File: src/rtl/scan_cost_pkg.sv
package scan_cost_pkg;
  localparam int HOLD_COST = 2;
  localparam int FLIP_COST = 6;
  localparam int FLIP_EXTRA = FLIP_COST - HOLD_COST;
endpackage

File: src/rtl/sc_toggle_cost.sv
module sc_toggle_cost #(
  parameter int CHAIN_W = 8,
  parameter int COST_W  = 6
) (
  input  logic [CHAIN_W-1:0] cur_vec,
  input  logic [CHAIN_W-1:0] prev_vec,
  output logic [COST_W-1:0]  cost
);
  import scan_cost_pkg::*;
  localparam int POP_W = $clog2(CHAIN_W + 1);

  logic [CHAIN_W-1:0] flip;
  logic [POP_W-1:0]   flips;

  for (genvar i = 0; i < CHAIN_W; i++) begin : g_bit
    assign flip[i] = cur_vec[i] ^ prev_vec[i];
  end

  always_comb begin
    flips = '0;
    for (int i = 0; i < CHAIN_W; i++) begin
      flips = flips + POP_W'(flip[i]);
    end
  end

  assign cost = COST_W'(HOLD_COST * CHAIN_W) + COST_W'(FLIP_EXTRA) * COST_W'(flips);

  always_comb begin
    assert (cost >= COST_W'(HOLD_COST * CHAIN_W) && cost <= COST_W'(FLIP_COST * CHAIN_W))
      else $error("p_cost_bounds_r2: cost out of range");
  end
endmodule

File: src/rtl/sc_session.sv
module sc_session #(
  parameter int CHAIN_W = 8
) (
  input  logic               clk,
  input  logic               rst,
  input  logic               sess_start,
  input  logic               sess_clear,
  input  logic               sample_valid,
  input  logic [CHAIN_W-1:0] scan_vec,
  output logic               accept,
  output logic               zero_req,
  output logic [CHAIN_W-1:0] prev_vec
);
  logic active_q;

  assign zero_req = sess_start | sess_clear;
  assign accept   = sample_valid & active_q & ~zero_req;

  always_ff @(posedge clk) begin
    if (rst) begin
      active_q <= 1'b0;
      prev_vec <= '0;
    end else if (zero_req) begin
      active_q <= ~sess_clear;
      prev_vec <= '0;
    end else if (accept) begin
      prev_vec <= scan_vec;
    end
  end

  p_prev_zero_r3: assert property (@(posedge clk) disable iff (rst)
    zero_req |=> (prev_vec == '0));

  p_prev_hold_r5: assert property (@(posedge clk) disable iff (rst)
    (!accept && !zero_req) |=> $stable(prev_vec));

  p_clear_closes_r6: assert property (@(posedge clk) disable iff (rst)
    sess_clear |=> !accept);
endmodule

File: src/rtl/sc_accum.sv
module sc_accum #(
  parameter int COST_W  = 6,
  parameter int CNT_W   = 10,
  parameter int TOTAL_W = 16
) (
  input  logic               clk,
  input  logic               rst,
  input  logic               accept,
  input  logic               zero_req,
  input  logic [COST_W-1:0]  cost_in,
  output logic [COST_W-1:0]  cycle_cost,
  output logic [TOTAL_W-1:0] cost_total,
  output logic [CNT_W-1:0]   cycle_count,
  output logic               cost_valid,
  output logic               overflow
);
  logic cnt_full;
  assign cnt_full = &cycle_count;

  always_ff @(posedge clk) begin
    if (rst || zero_req) begin
      cycle_cost  <= '0;
      cost_total  <= '0;
      cycle_count <= '0;
      cost_valid  <= 1'b0;
      overflow    <= 1'b0;
    end else begin
      cost_valid <= accept;
      if (accept) begin
        cycle_cost <= cost_in;
        if (cnt_full) begin
          overflow <= 1'b1;
        end else begin
          cost_total  <= cost_total + TOTAL_W'(cost_in);
          cycle_count <= cycle_count + 1'b1;
        end
      end
    end
  end

  p_count_step_r4: assert property (@(posedge clk) disable iff (rst)
    (accept && !zero_req && !cnt_full) |=> (cycle_count == $past(cycle_count) + 1'b1));

  p_total_step_r4: assert property (@(posedge clk) disable iff (rst)
    (accept && !zero_req && !cnt_full) |=> (cost_total == $past(cost_total) + TOTAL_W'($past(cost_in))));

  p_idle_hold_r5: assert property (@(posedge clk) disable iff (rst)
    (!accept && !zero_req) |=> ($stable(cost_total) && $stable(cycle_count) && $stable(cycle_cost)));

  p_zeroing_r6: assert property (@(posedge clk) disable iff (rst)
    zero_req |=> (cost_total == '0 && cycle_count == '0 && !overflow));

  p_no_overflow_r7: assert property (@(posedge clk) disable iff (rst)
    (overflow && !zero_req) |=> (overflow && $stable(cost_total) && $stable(cycle_count)));

  p_valid_pulse_r8: assert property (@(posedge clk) disable iff (rst)
    (accept && !zero_req) |=> cost_valid);
endmodule

File: src/rtl/scan_cost_meter.sv
module scan_cost_meter #(
  parameter  int CHAIN_W = 8,
  parameter  int CNT_W   = 10,
  localparam int COST_W  = $clog2(scan_cost_pkg::FLIP_COST * CHAIN_W + 1),
  localparam int TOTAL_W = CNT_W + COST_W
) (
  input  logic               clk,
  input  logic               rst,
  input  logic               sess_start,
  input  logic               sess_clear,
  input  logic               sample_valid,
  input  logic [CHAIN_W-1:0] scan_vec,
  output logic [COST_W-1:0]  cycle_cost,
  output logic [TOTAL_W-1:0] cost_total,
  output logic [CNT_W-1:0]   cycle_count,
  output logic               cost_valid,
  output logic               overflow
);
  logic               accept;
  logic               zero_req;
  logic [CHAIN_W-1:0] prev_vec;
  logic [COST_W-1:0]  cost_now;

  sc_session #(.CHAIN_W(CHAIN_W)) u_session (
    .clk          (clk),
    .rst          (rst),
    .sess_start   (sess_start),
    .sess_clear   (sess_clear),
    .sample_valid (sample_valid),
    .scan_vec     (scan_vec),
    .accept       (accept),
    .zero_req     (zero_req),
    .prev_vec     (prev_vec)
  );

  sc_toggle_cost #(.CHAIN_W(CHAIN_W), .COST_W(COST_W)) u_cost (
    .cur_vec  (scan_vec),
    .prev_vec (prev_vec),
    .cost     (cost_now)
  );

  sc_accum #(.COST_W(COST_W), .CNT_W(CNT_W), .TOTAL_W(TOTAL_W)) u_accum (
    .clk         (clk),
    .rst         (rst),
    .accept      (accept),
    .zero_req    (zero_req),
    .cost_in     (cost_now),
    .cycle_cost  (cycle_cost),
    .cost_total  (cost_total),
    .cycle_count (cycle_count),
    .cost_valid  (cost_valid),
    .overflow    (overflow)
  );

  p_reset_state_r1: assert property (@(posedge clk)
    rst |=> (cost_total == '0 && cycle_count == '0 && !cost_valid && !overflow));
endmodule

File: config.mk
export PLATFORM = sky130hd
export DESIGN_NAME = scan_cost_meter
export DESIGN_NICKNAME = d
export VERILOG_FILES = /design/src/rtl/scan_cost_pkg.sv /design/src/rtl/sc_toggle_cost.sv /design/src/rtl/sc_session.sv /design/src/rtl/sc_accum.sv /design/src/rtl/scan_cost_meter.sv
export SDC_FILE = /design/constraint.sdc
export NUM_CORES = 1
export LEC_CHECK = 0
export BUFFER_PORTS_ARGS = -buffer_cell sky130_fd_sc_hd__buf_2
export CORE_UTILIZATION = 35
export CTS_CLUSTER_SIZE = 14
export DETAILED_ROUTE_END_ITERATION = 10
export GPL_TIMING_DRIVEN = 0
export HOLD_SLACK_MARGIN = 0.05
export SETUP_SLACK_MARGIN = 0.5
export SYNTH_ARGS = -nofsm -noshare
export SYNTH_HDL_FRONTEND = slang
export SYNTH_SLANG_ARGS = --single-unit
File: constraint.sdc
create_clock -name clk -period 6.88 [get_ports clk]
set_input_delay 1.032 -clock clk [delete_from_list [all_inputs] [get_ports clk]]
set_output_delay 1.032 -clock clk [all_outputs]
set_load 0.005 [all_outputs]
==> qor.csv, run 1 <==
stage;metric;value;unit
critical_path;critical_path.reg2reg.endpoint;u_accum.cost_total[15]$_SDFFE_PP0P_;
synth;ys_async_sr_fraction;0;%
drt;drt_pre_antenna_iters;4;
critical_path;arrival;5600;ps
global_routing;grt_pass1_wl;8060;µm
sta;slew-limit-headroom;51.6;%
sta;timing.final.max_slew_violations;0;
synth;synth_mux_area_share;0;%
critical_path;path_common_cell;sky130_fd_sc_hd__fa_1;
floorplanning;boundaryPins;47;
global_routing;pin_count_of_the_biggest_net_entering_global_routing;12;
critical_path;worstRegToRegCells;14;
sta;fin_setup_tns;0;ps
run_status;status;finished, final reports clean;
synth;yosys_warnings;0;
critical_path;timing.critical_path.slowest_cell_delay;550;ps
worst_hold_path;timing.hold.worst.class;reg -> reg;
clocking;cts_bufs_inserted;5;
sta;clock.fmax;186;MHz
clocking;hold_buffers;0;
global_routing;grt_overflow;0;
global_routing;grt_antenna_before_repair;0;
cells_and_area;number_of_diodes;0;
synth;synth.cell_area;0.00210;mm²
power_and_ir_drop;power.ir.vdd_worst;0.0864;mV
clocking;cts.reportedPaths.clkPinSlew;70;ps
sta;final_min_period_over_clock_period;78.2;%
drt;post_drt_wl_per_cell;12.8;µm
synth;synth_area_per_cell;8.77;µm²
critical_path;timing.critical_path.cells;buf_2 -> xor2_1 -> ha_1 -> fa_1 -> inv_1 -> fa_1 -> fa_1 -> fa_1 -> or3_1 -> and2_1 -> ha_1 -> o21a_1 -> a21oi_1 -> or4_1 -> a21oi_1;
synth;yosys_register_bits;39;
placement;buffer_ports.inserted;42;
power_and_ir_drop;p_leak;0.979;nW
sta;report.final.setup_viol;0;
sta;min_tclk_post_route;5380;ps
critical_path;critPathMaxFanout;10;
synth;dominant_combinational_cell_family_by_area_after_synthesis;simple AND/OR/NAND/NOR gates;
placement;detailedPlacementHpwl;3490;µm
cells_and_area;finalNetCount;317;
placement;postPlaceCellArea;0.00241;mm²
clocking;cts.htree.levels;2;
worst_hold_path;min_to;u_session.prev_vec[2]$_SDFFE_PP0P_;
synth;synthXorXnorAreaFrac;4.18;%
critical_path;critical_path_source_type;primary input;
drt;routed_wirelength;4680;µm
clocking;clock_latency;290;ps
drt;vias_per_cell;5.19;
power_and_ir_drop;clockPowerShare;37.1;%
placement;gp_routability_congestion;0.792;
power_and_ir_drop;power.total;0.000461;W
clocking;total_clock_sinks;39;
worst_hold_path;min_path_cells;2;
critical_path;end_kind;register;
cells_and_area;finalCoreUtilization;44.5;%
power_and_ir_drop;power.density_cell_area;184;mW/mm²
clocking;cts.root.buffer_cell;sky130_fd_sc_hd__clkbuf_8;
drt;final_antenna_net_count;0;
critical_path;worstSetupPathType;in -> reg;
critical_path;cp_slowest_cell;sky130_fd_sc_hd__or4_1;
flow_run;cap_violations;0;
synth;number_of_synthesized_flops_with_an_enable_pin;0;
synth;synthDistinctLibCells;42;
floorplanning;core_area;0.00564;mm²
sta;layout_setup_ws;1500;ps
floorplanning;initial_core_util;37.2;%
floorplanning;placement_rows;27;
floorplanning;die_height;79.4;µm
power_and_ir_drop;combinationalPowerShare;13.9;%
floorplanning;die_boundary_width;79.4;µm
synth;syn-instance-count;239;
sta;rsz_0062_raised_after_global_routing;false;
synth;synth-adder-area-share;9.55;%
clocking;cts-resized-gates;0;
power_and_ir_drop;p_switching;0.000116;W
synth;seq_area_frac_synth;37.2;%
power_and_ir_drop;part_of_the_power_in_registers;49.0;%
cells_and_area;final_design_area_no_fill;0.00251;mm²
clocking;tritoncts;done;
global_routing;grtUsageTotal;16.4;%
critical_path;timing.critical_path.required;7100;ps
sta;final_hold_viol_count;0;
sta;worstMarginPinSlew;726;ps
synth;synth_simple_gate_area_share;23.7;%
sta;final.setup_skew;5.83;ps
critical_path;rr_startpoint;u_session.prev_vec[0]$_SDFFE_PP0P_;
clocking;ctsLongestPathBuffers;2;
placement;pre_cts_ws;1200;ps
synth;synth_flop_cell;sky130_fd_sc_hd__dfxtp_1;
power_and_ir_drop;p_int;0.000346;W
cells_and_area;area_delta_synth_final;19.6;%
clocking;cts_post_setup_buffers_inserted;0;
cells_and_area;proportion_of_layout_cells_with_a_drive_suffix_above_1;20.9;%
drt;detailed_route_drc_error_count;0;
synth;compound_gate_fraction_of_synth_area;19.7;%
worst_hold_path;timing.hold.worst.start;u_session.prev_vec[2]$_SDFFE_PP0P_;
critical_path;reg2reg_slack;2020;ps
global_routing;vias_in_the_first_global_route;1793;
power_and_ir_drop;switching_share;25.1;%
floorplanning;fp.dieArea;0.00631;mm²
drt;drtIter0Drc;55;
drt;vias;1890;
## metal layers
layer / vias to the layer above / routed length (µm) / track usage [%]
met5: - / 0 / 0
li1: 961 / - / -
met2: 41 / 2210 / 27.9
met1: 879 / 2180 / 19.7
met4: 0 / 81 / 6.55
met3: 9 / 205 / 4.11
## cell usage in the layout (no fill, tap or decap), types with 7 or more instances in the layout
master	count
sky130_fd_sc_hd__buf_2	44
sky130_fd_sc_hd__dfxtp_1	39
sky130_fd_sc_hd__nand2_1	31
sky130_fd_sc_hd__a21oi_1	28
sky130_fd_sc_hd__nor2_1	14
sky130_fd_sc_hd__o31ai_1	9
sky130_fd_sc_hd__or4_1	9
sky130_fd_sc_hd__inv_1	8
sky130_fd_sc_hd__nand3_1	8
sky130_fd_sc_hd__ha_1	8
sky130_fd_sc_hd__clkbuf_1	7
sky130_fd_sc_hd__clkbuf_8	7
## flip-flops by register name, summed over array words and instances (netlist names)
name                 count
u_accum.cost_total      14
u_accum.cycle_count     10
u_session.prev_vec       8
u_accum.cycle_cost       4
u_accum.cost_valid       1
u_accum.overflow         1
u_session.active_q       1
## synth_stat cells (all sizes together), types with 3 or more instances
master,n,share of area [%]
nor2,14,2.5
clkbuf,6,1.1
fa,5,4.8
ha,8,4.8
xnor2,5,2.1
dfxtp,39,37
inv,8,1.4
nand2,31,5.5
nand2b,3,0.90
nor3,5,1.2
or4,9,3.2
xor2,5,2.1
o31ai,10,4.2
or3,6,1.8
a21oi,28,6.7
nand4,4,1.9
and3,4,1.2
buf,8,3.0
o21ai,6,1.4
nand3,9,2.4
a211oi,5,1.8
## per-stage QoR
| stage | hold WS, ps | instances |
|---|---|---|
| 2_1_floorplan | 448 | 242 |
| 3_3_place_gp | 445 | 356 |
| 3_5_place_dp | 459 | 356 |
| 4_1_cts | 469 | 364 |
| 5_1_grt | 485 | 364 |
| 6_report | 467 | 364 |
## worst max path at each step
stage                           start                             endpoint  slack, ps  cells after the start
after floorplan           scan_vec[0]  u_accum.cost_total[15]$_SDFFE_PP0P_       1560                     14
after global placement    scan_vec[0]  u_accum.cost_total[15]$_SDFFE_PP0P_       1220                     15
after detailed placement  scan_vec[0]  u_accum.cost_total[15]$_SDFFE_PP0P_       1200                     15
after CTS                 scan_vec[0]  u_accum.cost_total[15]$_SDFFE_PP0P_       1500                     15
after global routing      scan_vec[0]   u_accum.cost_total[9]$_SDFFE_PP0P_       1320                     15
final                     scan_vec[0]  u_accum.cost_total[15]$_SDFFE_PP0P_       1500                     15
## worst max-delay path, delay by kind of cell
kind            cells  cell delay [ps]
fa+ha+maj           6             2650
simple gates        3             1120
xor+xnor            1              140
compound gates      3              490
buf+inv             2              160
## power groups by stage
stage	clock network [W]	registers [W]	logic [W]
after floorplan	0	0.000232	0.0000481
after global placement	0	0.000232	0.0000636
after detailed placement	0	0.000232	0.0000649
after CTS	0.000178	0.000226	0.0000652
after global routing	0.000186	0.000226	0.0000757
final	0.000171	0.000226	0.0000641
## layout make-up
type                       count  area, µm²
buffer                        14       85.1
clock buffer                   8        100
fill                         584       3130
inverter                       8       30.0
multi-input combinational    181       1210
sequential                    39        781
tap                           72       90.1
timing repair buffer          42        210
## logic make-up (layout without fill, tap and decap cells)
| logic type | count (synthesis) | after routing |
|---|---|---|
| AND/OR/NAND/NOR | 93 | 93 |
| AO/OA/AOI/OAI | 61 | 61 |
| flip-flops | 39 | 39 |
| buffers and inverters | 22 | 72 |
| adder cells (fa/ha/maj) | 13 | 13 |
| XOR/XNOR | 10 | 10 |
| other | 1 | 4 |
Note: power is estimated with default switching activity, not from simulation.
==> inputs of run 2 (changes only) <==
--- a/config.mk
+++ b/config.mk
@@ -5,6 +5,7 @@
 export SDC_FILE = /design/constraint.sdc
 export NUM_CORES = 1
 export LEC_CHECK = 0
+export ABC_AREA = 1
 export BUFFER_PORTS_ARGS = -buffer_cell sky130_fd_sc_hd__buf_2
 export CORE_UTILIZATION = 35
 export CTS_CLUSTER_SIZE = 14
==> constraint.sdc (replaced) <==
create_clock -name clk -period 5.58 [get_ports clk]
set_input_delay 0.837 -clock clk [delete_from_list [all_inputs] [get_ports clk]]
set_output_delay 0.837 -clock clk [all_outputs]
set_load 0.005 [all_outputs]
==> run 2 against run 1 <==
  * Via count rose by 6.8%
  * Wire length rose by 3.1%
  * Total power rose by 34%
  * Utilization barely moved
  * Register-to-register slack got worse by 880 ps
  * Clock-buffer cell count fell by 3
  * Clock skew rose by 2.7 ps
  * Largest power group unchanged
  * Highest routed layer unchanged
==> qor.csv, run 2 <==
stage;metric;value;unit
placement;postPlaceCellArea;0.00255;mm²
floorplanning;fp.dieArea;0.00671;mm²
floorplanning;die_boundary_width;81.9;µm
cells_and_area;n_fill_cell;656;
synth;synth_mux_area_share;0;%
drt;final_antenna_net_count;0;
worst_hold_path;timing.hold.worst.class;reg -> reg;
placement;gp_routability_congestion;0.801;
global_routing;vias_in_the_first_global_route;1843;
clocking;cts.htree.levels;2;
cells_and_area;multi_input_comb_area;0.00123;mm²
cells_and_area;largest_register_ffs;14;
global_routing;pin_count_of_the_biggest_net_entering_global_routing;15;
critical_path;rr_startpoint;u_session.prev_vec[0]$_SDFFE_PP0P_;
global_routing;grtUsageTotal;16.0;%
sta;layout_setup_ws;841;ps
power_and_ir_drop;power.ir.vdd_worst;0.122;mV
critical_path;critical_path_source_type;primary input;
synth;seq_area_frac_synth;34.9;%
critical_path;critPathMaxFanout;10;
synth;synthXorXnorAreaFrac;5.88;%
cells_and_area;proportion_of_layout_cells_with_a_drive_suffix_above_1;21.1;%
critical_path;end_kind;register;
cells_and_area;register_bank_with_the_most_flops;u_accum.cost_total;
critical_path;timing.critical_path.slowest_cell_delay;540;ps
floorplanning;boundaryPins;47;
drt;vias_per_cell;4.68;
sta;fin_setup_tns;0;ps
sta;min_tclk_post_route;4740;ps
critical_path;arrival;4940;ps
sta;timing.final.max_slew_violations;0;
synth;netlist.top_cell.by_area;sky130_fd_sc_hd__dfxtp_1;
sta;final_hold_viol_count;0;
synth;largest_cells_by_area_after_synthesis;sky130_fd_sc_hd__dfxtp_1 (35%), sky130_fd_sc_hd__nand2_1 (9.2%), sky130_fd_sc_hd__nor2_1 (7.7%);
power_and_ir_drop;p_leak;1.24;nW
drt;post_drt_wl_per_cell;11.2;µm
synth;synth.cell_area;0.00224;mm²
synth;synthDistinctLibCells;33;
cells_and_area;finalCoreUtilization;44.5;%
synth;synth_area_per_cell;7.38;µm²
cells_and_area;layout_common_cells;sky130_fd_sc_hd__nand2_1 (55), sky130_fd_sc_hd__nor2_1 (46), sky130_fd_sc_hd__buf_2 (44);
cells_and_area;finalNetCount;381;
synth;number_of_synthesized_flops_with_an_enable_pin;0;
sta;final.setup_skew;8.54;ps
critical_path;number_of_buffer_and_inverter_instances_along_the_worst_setup_path;4;
synth;synth-adder-area-share;8.95;%
critical_path;endpoint;u_accum.cost_total[9]$_SDFFE_PP0P_;
synth;synth_simple_gate_area_share;29.6;%
critical_path;timing.critical_path.required;5780;ps
synth;yosys_register_bits;39;
synth;syn-instance-count;303;
floorplanning;initial_core_util;37.1;%
global_routing;grt_pass1_wl;8250;µm
critical_path;critical_path.reg2reg.endpoint;u_accum.cost_total[9]$_SDFFE_PP0P_;
cells_and_area;mostFrequentLayoutCell;sky130_fd_sc_hd__nand2_1;
drt;detailed_route_drc_error_count;0;
flow_run;cap_violations;0;
drt;routed_wirelength;4820;µm
critical_path;cp_slowest_cell;sky130_fd_sc_hd__fa_1;
critical_path;worstRegToRegCells;18;
critical_path;worst_path_dominant_cell_family;adder cells;
critical_path;worstSetupPathType;in -> reg;
sta;rsz_0062_raised_after_global_routing;false;
sta;report.final.setup_viol;0;
run_status;status;finished, final reports clean;
critical_path;timing.critical_path.cells;buf_2 -> xor2_1 -> ha_1 -> fa_1 -> inv_1 -> fa_1 -> fa_1 -> fa_1 -> xnor2_2 -> xor2_1 -> ha_1 -> nand2_1 -> inv_1 -> nand2_1 -> nand3_2 -> nand3_1 -> nand2_1 -> inv_1 -> nor2_1;
synth;synth_flop_cell;sky130_fd_sc_hd__dfxtp_1;
cells_and_area;layout.area.seq;781;µm²
clocking;cts_post_setup_buffers_inserted;0;
clocking;cts.reportedPaths.clkPinSlew;90;ps
synth;post-synth-top-count-cell;sky130_fd_sc_hd__nand2_1;
sta;final_min_period_over_clock_period;84.9;%
clocking;clock_latency;300;ps
clocking;ctsLongestPathBuffers;2;
floorplanning;die_height;81.9;µm
clocking;cts_bufs_inserted;5;
sta;clock.fmax;211;MHz
drt;drt_pre_antenna_iters;4;
power_and_ir_drop;power.density_cell_area;230;mW/mm²
synth;yosys_warnings;0;
critical_path;path_common_cell;sky130_fd_sc_hd__fa_1;
floorplanning;placement_rows;28;
floorplanning;core_area;0.00603;mm²
clocking;cts.root.buffer_cell;sky130_fd_sc_hd__clkbuf_8;
drt;vias;2019;
global_routing;grt_antenna_before_repair;0;
placement;detailedPlacementHpwl;3650;µm
synth;dominant_combinational_cell_family_by_area_after_synthesis;simple AND/OR/NAND/NOR gates;
placement;pre_cts_ws;377;ps
synth;post-synth-top-area-fraction;34.9;%
clocking;total_clock_sinks;39;
synth;ys_async_sr_fraction;0;%
synth;compound_gate_fraction_of_synth_area;9.51;%
critical_path;worst_setup_path_startpoint;scan_vec[0];
cells_and_area;number_of_diodes;0;
cells_and_area;final_design_area_no_fill;0.00268;mm²
cells_and_area;largestRegisters;u_accum.cost_total: 14 flops, u_accum.cycle_count: 10 flops, u_session.prev_vec: 8 flops;
synth;yosys-top-cells-count;sky130_fd_sc_hd__nand2_1 (55), sky130_fd_sc_hd__nor2_1 (46), sky130_fd_sc_hd__dfxtp_1 (39), sky130_fd_sc_hd__inv_1 (37), sky130_fd_sc_hd__o21ai_0 (20);
clocking;tritoncts;done;
drt;drtIter0Drc;77;
worst_hold_path;timing.hold.worst.start;u_accum.overflow$_SDFFE_PP0P_;
placement;buffer_ports.inserted;42;
cells_and_area;area_delta_synth_final;19.9;%
critical_path;critical_path_cell_count;19;
critical_path;reg2reg_slack;1140;ps
global_routing;grt_overflow;0;
[run 2: power by group]
group,switching (W),leakage [nW],total [W],internal [W]
sequential,0.000000400,0.314,0.000279,0.000279
clock,0.000114,0.0587,0.000250,0.000136
combinational,0.0000494,0.869,0.0000870,0.0000377
[run 2: worst min-delay path, cell delays in order (launching register included)]
cell and delay (ps):
sky130_fd_sc_hd__dfxtp_1 330, sky130_fd_sc_hd__nor2_1 50, sky130_fd_sc_hd__nor2_1 60
[run 2: logic make-up after synthesis]
group | Yosys count
AO/OA/AOI/OAI | 42
AND/OR/NAND/NOR | 141
flip-flops | 39
buffers and inverters | 52
other | 1
adder cells (fa/ha/maj) | 13
XOR/XNOR | 15
[run 2: layout make-up]
cell class              instances  area share [%]
multi-input cells             215            46.0
inverters                      39            5.65
repair buffers                 42            7.84
well taps                      75            3.50
clock inverters                 3            1.77
plain buffers                  13            3.50
clock buffers                   5            2.57
flip-flops and latches         39            29.1
[run 2: how the worst min path moves through the flow]
| stage | endpoint | depth (start not counted) | slack (ps) |
|---|---|---|---|
| final | u_accum.overflow$_SDFFE_PP0P_ | 2 | 470 |
| after global routing | u_accum.overflow$_SDFFE_PP0P_ | 2 | 490 |
| after CTS | u_accum.overflow$_SDFFE_PP0P_ | 2 | 480 |
| after detailed placement | u_accum.overflow$_SDFFE_PP0P_ | 2 | 460 |
| after global placement | u_accum.overflow$_SDFFE_PP0P_ | 2 | 450 |
| after floorplan | u_accum.overflow$_SDFFE_PP0P_ | 2 | 470 |
[run 2: layer usage]
| metal | vias up | share of wire [%] | track usage (%) |
|---|---|---|---|
| met5 | - | 0 | 0 |
| met4 | 0 | 1.0 | 5.26 |
| met3 | 4 | 4.1 | 3.11 |
| met2 | 44 | 46 | 26.7 |
| met1 | 919 | 48 | 20.4 |
| li1 | 1052 | - | - |
[run 2: per-stage QoR]
step / hold WS [ps] / instances / total power, W
CTS: 478 / 431 / 0.000621
global placement: 452 / 423 / 0.000369
floorplan: 465 / 306 / 0.000350
detailed placement: 457 / 423 / 0.000372
finish: 470 / 431 / 0.000616
global route: 491 / 431 / 0.000646
[run 2: repair_timing]
item	4_1_cts	5_1_grt
setup endpoints to repair	0	6
gates resized for setup	0	2
hold buffers	0	0
endpoints found under the hold margin	0	0
